File: config.mk
export PLATFORM = sky130hd
export DESIGN_NAME = mesi_ctrl
export DESIGN_NICKNAME = d
export VERILOG_FILES = /design/src/rtl/mesi_pkg.sv /design/src/rtl/mesi_line_store.sv /design/src/rtl/mesi_snoop.sv /design/src/rtl/mesi_req_seq.sv /design/src/rtl/mesi_ctrl.sv
export SDC_FILE = /design/constraint.sdc
export NUM_CORES = 1
export LEC_CHECK = 0
export BUFFER_PORTS_ARGS = -buffer_cell sky130_fd_sc_hd__buf_2
export CELL_PAD_IN_SITES_DETAIL_PLACEMENT = 1
export CELL_PAD_IN_SITES_GLOBAL_PLACEMENT = 1
export CORE_MARGIN = 10
export CORE_UTILIZATION = 45
export CTS_BUF_LIST = sky130_fd_sc_hd__clkbuf_4
export DETAILED_ROUTE_END_ITERATION = 7
export PLACE_DENSITY = 0.77
export SYNTH_ARGS = -nofsm -noshare
export SYNTH_HDL_FRONTEND = slang
export SYNTH_SLANG_ARGS = --single-unit
File: constraint.sdc
create_clock -name clk -period 4.8 [get_ports clk]
set_clock_uncertainty 0.05 [all_clocks]
set_input_delay 0.24 -clock clk [delete_from_list [all_inputs] [get_ports clk]]
set_output_delay 0.24 -clock clk [all_outputs]
set_load 0.03 [all_outputs]
File: src/rtl/mesi_pkg.sv
package mesi_pkg;

    typedef enum logic [1:0] {
        ST_I = 2'd0,
        ST_S = 2'd1,
        ST_E = 2'd2,
        ST_M = 2'd3
    } mesi_e;

    typedef enum logic [1:0] {
        CMD_NONE = 2'd0,
        CMD_RD   = 2'd1,
        CMD_RDX  = 2'd2,
        CMD_WB   = 2'd3
    } bus_cmd_e;

    // Bus action the pending processor access needs, given the current line
    function automatic bus_cmd_e proc_action(input mesi_e st, input logic tag_eq,
                                             input logic is_wr);
        bus_cmd_e a;
        a = CMD_NONE;
        if (st == ST_M && !tag_eq)
            a = CMD_WB;
        else if (!(tag_eq && st != ST_I))
            a = is_wr ? CMD_RDX : CMD_RD;
        else if (is_wr && st == ST_S)
            a = CMD_RDX;
        return a;
    endfunction

    // State a line takes after its own fill completes
    function automatic mesi_e fill_state(input logic is_rdx, input logic shared);
        mesi_e s;
        if (is_rdx)      s = ST_M;
        else if (shared) s = ST_S;
        else             s = ST_E;
        return s;
    endfunction

    // State a hit line takes after another cache's transaction
    function automatic mesi_e snoop_state(input mesi_e cur, input logic is_rdx);
        mesi_e s;
        if (cur == ST_I || is_rdx) s = ST_I;
        else                       s = ST_S;
        return s;
    endfunction

endpackage

File: src/rtl/mesi_line_store.sv
module mesi_line_store
    import mesi_pkg::*;
#(
    parameter int LINES  = 8,
    parameter int TAG_W  = 5,
    parameter int DATA_W = 32,
    localparam int IDX_W = $clog2(LINES)
) (
    input  logic              clk,
    input  logic              rst,
    input  logic              wr_en,
    input  logic [IDX_W-1:0]  wr_idx,
    input  mesi_e             wr_state,
    input  logic [TAG_W-1:0]  wr_tag,
    input  logic [DATA_W-1:0] wr_data,
    input  logic [IDX_W-1:0]  a_idx,
    output mesi_e             a_state,
    output logic [TAG_W-1:0]  a_tag,
    output logic [DATA_W-1:0] a_data,
    input  logic [IDX_W-1:0]  b_idx,
    output mesi_e             b_state,
    output logic [TAG_W-1:0]  b_tag,
    output logic [DATA_W-1:0] b_data
);

    mesi_e             st_q  [LINES];
    logic [TAG_W-1:0]  tag_q [LINES];
    logic [DATA_W-1:0] dat_q [LINES];

    for (genvar g = 0; g < LINES; g++) begin : g_line
        always_ff @(posedge clk) begin
            if (rst) begin
                st_q[g]  <= ST_I;
                tag_q[g] <= '0;
                dat_q[g] <= '0;
            end else if (wr_en && wr_idx == IDX_W'(g)) begin
                st_q[g]  <= wr_state;
                tag_q[g] <= wr_tag;
                dat_q[g] <= wr_data;
            end
        end
    end

    assign a_state = st_q[a_idx];
    assign a_tag   = tag_q[a_idx];
    assign a_data  = dat_q[a_idx];
    assign b_state = st_q[b_idx];
    assign b_tag   = tag_q[b_idx];
    assign b_data  = dat_q[b_idx];

endmodule

File: src/rtl/mesi_snoop.sv
module mesi_snoop
    import mesi_pkg::*;
#(
    parameter int ADDR_W = 8,
    parameter int DATA_W = 32,
    parameter int LINES  = 8,
    localparam int IDX_W = $clog2(LINES),
    localparam int TAG_W = ADDR_W - IDX_W
) (
    input  logic              snp_valid,
    input  logic [1:0]        snp_cmd,
    input  logic [ADDR_W-1:0] snp_addr,
    output logic [IDX_W-1:0]  line_idx,
    input  mesi_e             line_state,
    input  logic [TAG_W-1:0]  line_tag,
    input  logic [DATA_W-1:0] line_data,
    output logic              shared_out,
    output logic              flush_valid,
    output logic [DATA_W-1:0] flush_data,
    output logic              upd_en,
    output mesi_e             upd_state
);

    logic is_rd, is_rdx, hit;

    assign line_idx = snp_addr[IDX_W-1:0];
    assign is_rd    = snp_cmd == CMD_RD;
    assign is_rdx   = snp_cmd == CMD_RDX;
    assign hit      = snp_valid && (is_rd || is_rdx) && line_state != ST_I
                      && line_tag == snp_addr[ADDR_W-1:IDX_W];

    always_comb begin
        shared_out  = hit && is_rd;
        flush_valid = hit && line_state == ST_M;
        flush_data  = flush_valid ? line_data : '0;
        upd_state   = snoop_state(line_state, is_rdx);
        upd_en      = hit && upd_state != line_state;
    end

endmodule

File: src/rtl/mesi_req_seq.sv
module mesi_req_seq
    import mesi_pkg::*;
#(
    parameter int ADDR_W = 8,
    parameter int DATA_W = 32,
    parameter int LINES  = 8,
    localparam int IDX_W = $clog2(LINES),
    localparam int TAG_W = ADDR_W - IDX_W
) (
    input  logic              clk,
    input  logic              rst,
    input  logic              cpu_req_valid,
    input  logic              cpu_req_write,
    input  logic [ADDR_W-1:0] cpu_req_addr,
    input  logic [DATA_W-1:0] cpu_req_wdata,
    output logic              cpu_req_ready,
    output logic              cpu_resp_valid,
    output logic [DATA_W-1:0] cpu_resp_rdata,
    input  logic              snoop_active,
    output logic [IDX_W-1:0]  line_idx,
    input  mesi_e             line_state,
    input  logic [TAG_W-1:0]  line_tag,
    input  logic [DATA_W-1:0] line_data,
    output logic              bus_req,
    output bus_cmd_e          bus_cmd,
    output logic [ADDR_W-1:0] bus_addr,
    output logic [DATA_W-1:0] bus_wdata,
    input  logic              bus_gnt,
    input  logic [DATA_W-1:0] bus_rdata,
    input  logic              shared_in,
    output logic              wr_en,
    output mesi_e             wr_state,
    output logic [TAG_W-1:0]  wr_tag,
    output logic [DATA_W-1:0] wr_data
);

    logic              pend_q;
    logic              wr_q;
    logic [ADDR_W-1:0] addr_q;
    logic [DATA_W-1:0] wdata_q;
    logic [TAG_W-1:0]  req_tag;
    bus_cmd_e          act;
    logic              fire, done;

    assign line_idx = addr_q[IDX_W-1:0];
    assign req_tag  = addr_q[ADDR_W-1:IDX_W];

    // The needed action is recomputed every cycle from the live line state,
    // so a snoop that changes the line simply changes the next request.
    always_comb begin
        act       = pend_q ? proc_action(line_state, line_tag == req_tag, wr_q) : CMD_NONE;
        bus_req   = pend_q && act != CMD_NONE && !snoop_active;
        bus_cmd   = act;
        bus_addr  = (act == CMD_WB) ? {line_tag, line_idx} : addr_q;
        bus_wdata = line_data;
        fire      = bus_req && bus_gnt;
        done      = pend_q && act == CMD_NONE && !snoop_active;
    end

    always_comb begin
        wr_en    = 1'b0;
        wr_state = ST_I;
        wr_tag   = req_tag;
        wr_data  = line_data;
        if (fire) begin
            unique case (act)
                CMD_WB: begin
                    wr_en  = 1'b1;
                    wr_tag = line_tag;
                end
                CMD_RD, CMD_RDX: begin
                    wr_en    = 1'b1;
                    wr_state = fill_state(act == CMD_RDX, shared_in);
                    wr_data  = bus_rdata;
                end
                default: ;
            endcase
        end else if (done && wr_q) begin
            wr_en    = 1'b1;
            wr_state = ST_M;
            wr_data  = wdata_q;
        end
    end

    always_ff @(posedge clk) begin
        if (rst) begin
            pend_q         <= 1'b0;
            wr_q           <= 1'b0;
            addr_q         <= '0;
            wdata_q        <= '0;
            cpu_resp_valid <= 1'b0;
            cpu_resp_rdata <= '0;
        end else begin
            cpu_resp_valid <= 1'b0;
            if (cpu_req_valid && !pend_q) begin
                pend_q  <= 1'b1;
                wr_q    <= cpu_req_write;
                addr_q  <= cpu_req_addr;
                wdata_q <= cpu_req_wdata;
            end
            if (done) begin
                pend_q         <= 1'b0;
                cpu_resp_valid <= 1'b1;
                cpu_resp_rdata <= wr_q ? wdata_q : line_data;
            end
        end
    end

    assign cpu_req_ready = !pend_q;

endmodule

File: src/rtl/mesi_ctrl.sv
module mesi_ctrl
    import mesi_pkg::*;
#(
    parameter int ADDR_W = 8,
    parameter int DATA_W = 32,
    parameter int LINES  = 8
) (
    input  logic              clk,
    input  logic              rst,
    input  logic              cpu_req_valid,
    input  logic              cpu_req_write,
    input  logic [ADDR_W-1:0] cpu_req_addr,
    input  logic [DATA_W-1:0] cpu_req_wdata,
    output logic              cpu_req_ready,
    output logic              cpu_resp_valid,
    output logic [DATA_W-1:0] cpu_resp_rdata,
    output logic              bus_req,
    input  logic              bus_gnt,
    output logic [1:0]        bus_cmd,
    output logic [ADDR_W-1:0] bus_addr,
    output logic [DATA_W-1:0] bus_wdata,
    input  logic [DATA_W-1:0] bus_rdata,
    input  logic              shared_in,
    input  logic              snp_valid,
    input  logic [1:0]        snp_cmd,
    input  logic [ADDR_W-1:0] snp_addr,
    output logic              shared_out,
    output logic              flush_valid,
    output logic [DATA_W-1:0] flush_data
);

    localparam int IDX_W = $clog2(LINES);
    localparam int TAG_W = ADDR_W - IDX_W;

    logic [IDX_W-1:0]  rq_idx, sn_idx, st_idx;
    mesi_e             rq_state, sn_state, seq_wstate, sn_ustate, st_state;
    logic [TAG_W-1:0]  rq_tag, sn_tag, seq_wtag, st_tag;
    logic [DATA_W-1:0] rq_data, sn_data, seq_wdata, st_data;
    logic              seq_wen, sn_uen, st_en;
    bus_cmd_e          seq_cmd;

    mesi_req_seq #(.ADDR_W(ADDR_W), .DATA_W(DATA_W), .LINES(LINES)) i_seq (
        .clk(clk), .rst(rst),
        .cpu_req_valid(cpu_req_valid), .cpu_req_write(cpu_req_write),
        .cpu_req_addr(cpu_req_addr), .cpu_req_wdata(cpu_req_wdata),
        .cpu_req_ready(cpu_req_ready), .cpu_resp_valid(cpu_resp_valid),
        .cpu_resp_rdata(cpu_resp_rdata),
        .snoop_active(snp_valid),
        .line_idx(rq_idx), .line_state(rq_state), .line_tag(rq_tag), .line_data(rq_data),
        .bus_req(bus_req), .bus_cmd(seq_cmd), .bus_addr(bus_addr), .bus_wdata(bus_wdata),
        .bus_gnt(bus_gnt), .bus_rdata(bus_rdata), .shared_in(shared_in),
        .wr_en(seq_wen), .wr_state(seq_wstate), .wr_tag(seq_wtag), .wr_data(seq_wdata)
    );

    mesi_snoop #(.ADDR_W(ADDR_W), .DATA_W(DATA_W), .LINES(LINES)) i_snoop (
        .snp_valid(snp_valid), .snp_cmd(snp_cmd), .snp_addr(snp_addr),
        .line_idx(sn_idx), .line_state(sn_state), .line_tag(sn_tag), .line_data(sn_data),
        .shared_out(shared_out), .flush_valid(flush_valid), .flush_data(flush_data),
        .upd_en(sn_uen), .upd_state(sn_ustate)
    );

    // Snoop updates win; the sequencer is held off while a snoop is present.
    always_comb begin
        if (sn_uen) begin
            st_en    = 1'b1;
            st_idx   = sn_idx;
            st_state = sn_ustate;
            st_tag   = sn_tag;
            st_data  = sn_data;
        end else begin
            st_en    = seq_wen;
            st_idx   = rq_idx;
            st_state = seq_wstate;
            st_tag   = seq_wtag;
            st_data  = seq_wdata;
        end
    end

    mesi_line_store #(.LINES(LINES), .TAG_W(TAG_W), .DATA_W(DATA_W)) i_store (
        .clk(clk), .rst(rst),
        .wr_en(st_en), .wr_idx(st_idx), .wr_state(st_state), .wr_tag(st_tag), .wr_data(st_data),
        .a_idx(rq_idx), .a_state(rq_state), .a_tag(rq_tag), .a_data(rq_data),
        .b_idx(sn_idx), .b_state(sn_state), .b_tag(sn_tag), .b_data(sn_data)
    );

    assign bus_cmd = seq_cmd;

endmodule

==> results.sh <==
export IMPL_synth_flop_cell="edfxtp_1"
export IMPL_finalCriticalPeriod_ns=4.784
export IMPL_place_congestion=0.8812
export IMPL_fmax_mhz=209.0
export IMPL_synth_fp_nets=1716
export IMPL_power_w=0.008186
export IMPL_initial_core_util_pct=45.71
export IMPL_power_density_mw_per_mm2=331.5
export IMPL_die_w_um=232.2
export IMPL_yosysWarnings=0
export IMPL_hold_path_end="i_seq.cpu_resp_rdata[1]"
export IMPL_status="completed"
export IMPL_total_leakage_power_nw=9.273
export IMPL_ys_async_sr_fraction_pct=0
export IMPL_synth_distinct_cells=55
export IMPL_antenna_found_initial=10
export IMPL_drtIter0Drc=1920
export IMPL_vias=16111
export IMPL_synth_xor_area_share_pct=0.3459
export IMPL_synth_avg_cell_area_um2=12.50
export IMPL_root_buffer="clkbuf_4"
export IMPL_final_layout_size_suffix_gt1_share_pct=35.07
export IMPL_worst_pin_slew_ns=1.230
export IMPL_synth_area_mm2=0.02026
export IMPL_synth_top_family_by_area="multiplexers"
export IMPL_grt_usage_pct=26.90
export IMPL_fill_cells=4565
export IMPL_yosysSeqAreaShare_pct=53.96
export IMPL_clock_path_buffers=3
export IMPL_drcViolationCount=0
export IMPL_reg2regPathDepth=17
export IMPL_yosysTopAreaCellShare_pct=46.25
export IMPL_io_pins=200
export IMPL_fp_dieH_um=232.2
export IMPL_slew_headroom_pct=17.90
export IMPL_core_mm2=0.04432
export IMPL_cts_tree="built"
export IMPL_setup_worst_path_start_class="flop"
export IMPL_r2r_setup_slack_ns=0.02
export IMPL_drtAntennaViolNets=0
export IMPL_cts_sinks=390
export IMPL_final_area_mm2=0.02469
export IMPL_yosys_mux_area_fraction_pct=23.82
export IMPL_grt_max_degree=83
export IMPL_die_area_mm2=0.05390
export IMPL_synth_edf_count=312
export IMPL_crit_type="flop to flop"
export IMPL_cts_buffers=99
export IMPL_cp_required_ns=5.26
export IMPL_routedWlPerCell_um=28.02
export IMPL_area_growth_pct=21.90
export IMPL_vdd_ir_drop_worst_mv=0.1463
export IMPL_crit_arrival_ns=5.24
export IMPL_grt_pass1_wl_mm=109.8
export IMPL_hold_path_depth=3
export IMPL_insertion_delay_ns=0.89
export IMPL_reg2reg_to="i_store.dat_q[6][6]"
export IMPL_routed_wl_mm=73.82
export IMPL_rows=77
export IMPL_min_from="rst"
export IMPL_synth_adder_area_share_pct=0.3706
export IMPL_syn_inst=1621
export IMPL_fin_nets=2049
export IMPL_synth_area_leaders="edfxtp_1 (46%), mux4_2 (17%), dfxtp_1 (7.7%), nor2_1 (6.9%), mux2_2 (3.5%)"
export IMPL_viasPerCell=6.114
export IMPL_hp_class="input pin to flop"
export IMPL_htree_num_levels=3
export IMPL_timing_final_crit_share_pct=99.67
export IMPL_hold_viol=0
export IMPL_placedInstanceArea_mm2=0.02228
export IMPL_grt_pass1_vias=17242
export IMPL_first_pass_iters=5
export IMPL_dp_hpwl_mm=46.99
export IMPL_maxCapViolCount=0
export IMPL_slew_viol_final=0
export IMPL_setup_viol=0
export IMPL_endpoint_kind="flop"
export IMPL_ys_ff_latch=390
export IMPL_cp_max_fo=19
export IMPL_overflow=0
export IMPL_synthSimpleGateAreaFrac_pct=12.12
export IMPL_synth_compound_area_share_pct=5.923
export IMPL_io_buffers=199
export IMPL_yosysTopAreaCell="edfxtp_1"
export IMPL_clk_pin_slew_worst_paths_ns=0.07
## synthesized netlist by cell type (9+ instances only)
master,count
nor2_1,373
a21oi_1,127
buf_2,20
nor2_2,19
a22o_1,11
buf_6,15
dfxtp_1,78
o22a_1,21
mux2i_1,47
mux2_2,63
clkbuf_1,85
mux2_4,10
inv_1,11
mux4_2,152
or3_1,9
nand2_1,150
edfxtp_1,312
o21ai_1,9
o21ai_0,24
## layer usage
metal  track usage, %  wire length (µm)  up-vias
met3            5.766              7553      163
met1            33.72             27650     8295
met4            11.60              2246        0
met2            44.28             36370      929
met5                0                 0        -
li1                 -                 -     6724
## what timing repair did
item | CTS | global route
cloned | 0 | 1
resized for setup | 1 | 11
hold buffers | 91 | 0
buffers inserted | 5 | 2
setup endpoints to repair | 216 | 474
pin swaps | 0 | 2
endpoints found under the hold margin | 53 | 0
## area by class of cell
cell class	instances	area, µm²	area share (%)
Sequential cell	390	10940	44.30
Multi-Input combinational cell	1086	8805	35.66
Timing Repair Buffer	365	2818	11.41
Clock buffer	138	1036	4.195
Tap cell	592	740.7	3.000
Clock inverter	45	292.8	1.186
Inverter	12	45.04	0.1824
Antenna cell	7	17.52	0.07094
## through the flow
stage               setup WS (ns)  std cells  util, %  hold slack, ns  TNS, ns
finish                    0.01604       2635    55.72         0.04391        0
global route             -0.09017       2634    55.71         0.09440   -6.411
CTS                      0.001274       2625    55.46        0.002072        0
detailed placement        -0.1691       2346    50.28          0.4202   -12.43
global placement           0.1044       2346    50.28          0.4067        0
floorplan                 0.07906       1621        -          0.3260        0
## state kept, by name, indices dropped and copies added, names as in the netlist, named ones only
signal / count
i_seq.cpu_resp_rdata: 32
i_store.st_q: 16
i_seq.wr_q: 1
i_seq.pend_q: 1
i_store.tag_q: 40
i_seq.wdata_q: 32
i_seq.addr_q: 8
i_seq.cpu_resp_valid: 1
i_store.dat_q: 256
## where the power goes
group / switching, W / internal (W) / total [W]
clock network: 0.00145 / 0.00155 / 0.00301
logic: 0.000807 / 0.000509 / 0.00132
registers: 0.0000970 / 0.00377 / 0.00386
total: 0.00236 / 0.00583 / 0.00819
## how the worst max path moves through the flow
stage | end | startpoint | slack [ns]
detailed placement | i_store.dat_q[6][17] | flop | -0.17
global route | i_store.dat_q[6][1] | flop | -0.09
global placement | i_store.dat_q[6][15] | flop | 0.10
CTS | i_store.dat_q[6][5] | flop | 0.001
finish | i_store.dat_q[6][6] | flop | 0.02
floorplan | i_store.dat_q[3][0] | flop | 0.08
## cell families (layout without fill, tap and decap cells)
family / Yosys count / in the layout
adder cells (fa/ha/maj): 6 / 6
other: 0 / 7
AO/OA/AOI/OAI: 205 / 205
buffers and inverters: 145 / 560
multiplexers: 278 / 278
AND/OR/NAND/NOR: 589 / 589
XOR/XNOR: 8 / 8
flip-flops: 390 / 390
## cells in the final DEF (no fill, tap or decap), types with 63 or more instances in the layout
cell type      count
clkbuf_4         138
buf_2            197
mux2_2            63
a21oi_1          127
dlygate4sd3_1     91
mux4_2           152
nand2_1          150
dfxtp_1           75
edfxtp_1         312
nor2_1           373
## worst max-delay path: stages, from the launching register on
cell	delay (ns)
dfxtp_4	0.39
buf_4	0.14
mux4_2	0.51
mux2i_2	0.23
xnor2_1	0.09
nor3_1	0.19
nand3_1	0.20
a21o_1	0.23
a32oi_1	0.29
ha_2	0.31
nand4b_1	0.14
a21boi_0	0.16
buf_4	0.19
nor3b_2	0.22
a21oi_1	0.10
nor4b_2	0.45
or3_4	0.26
clkbuf_16	0.24
(Power assumes the default switching activity.)
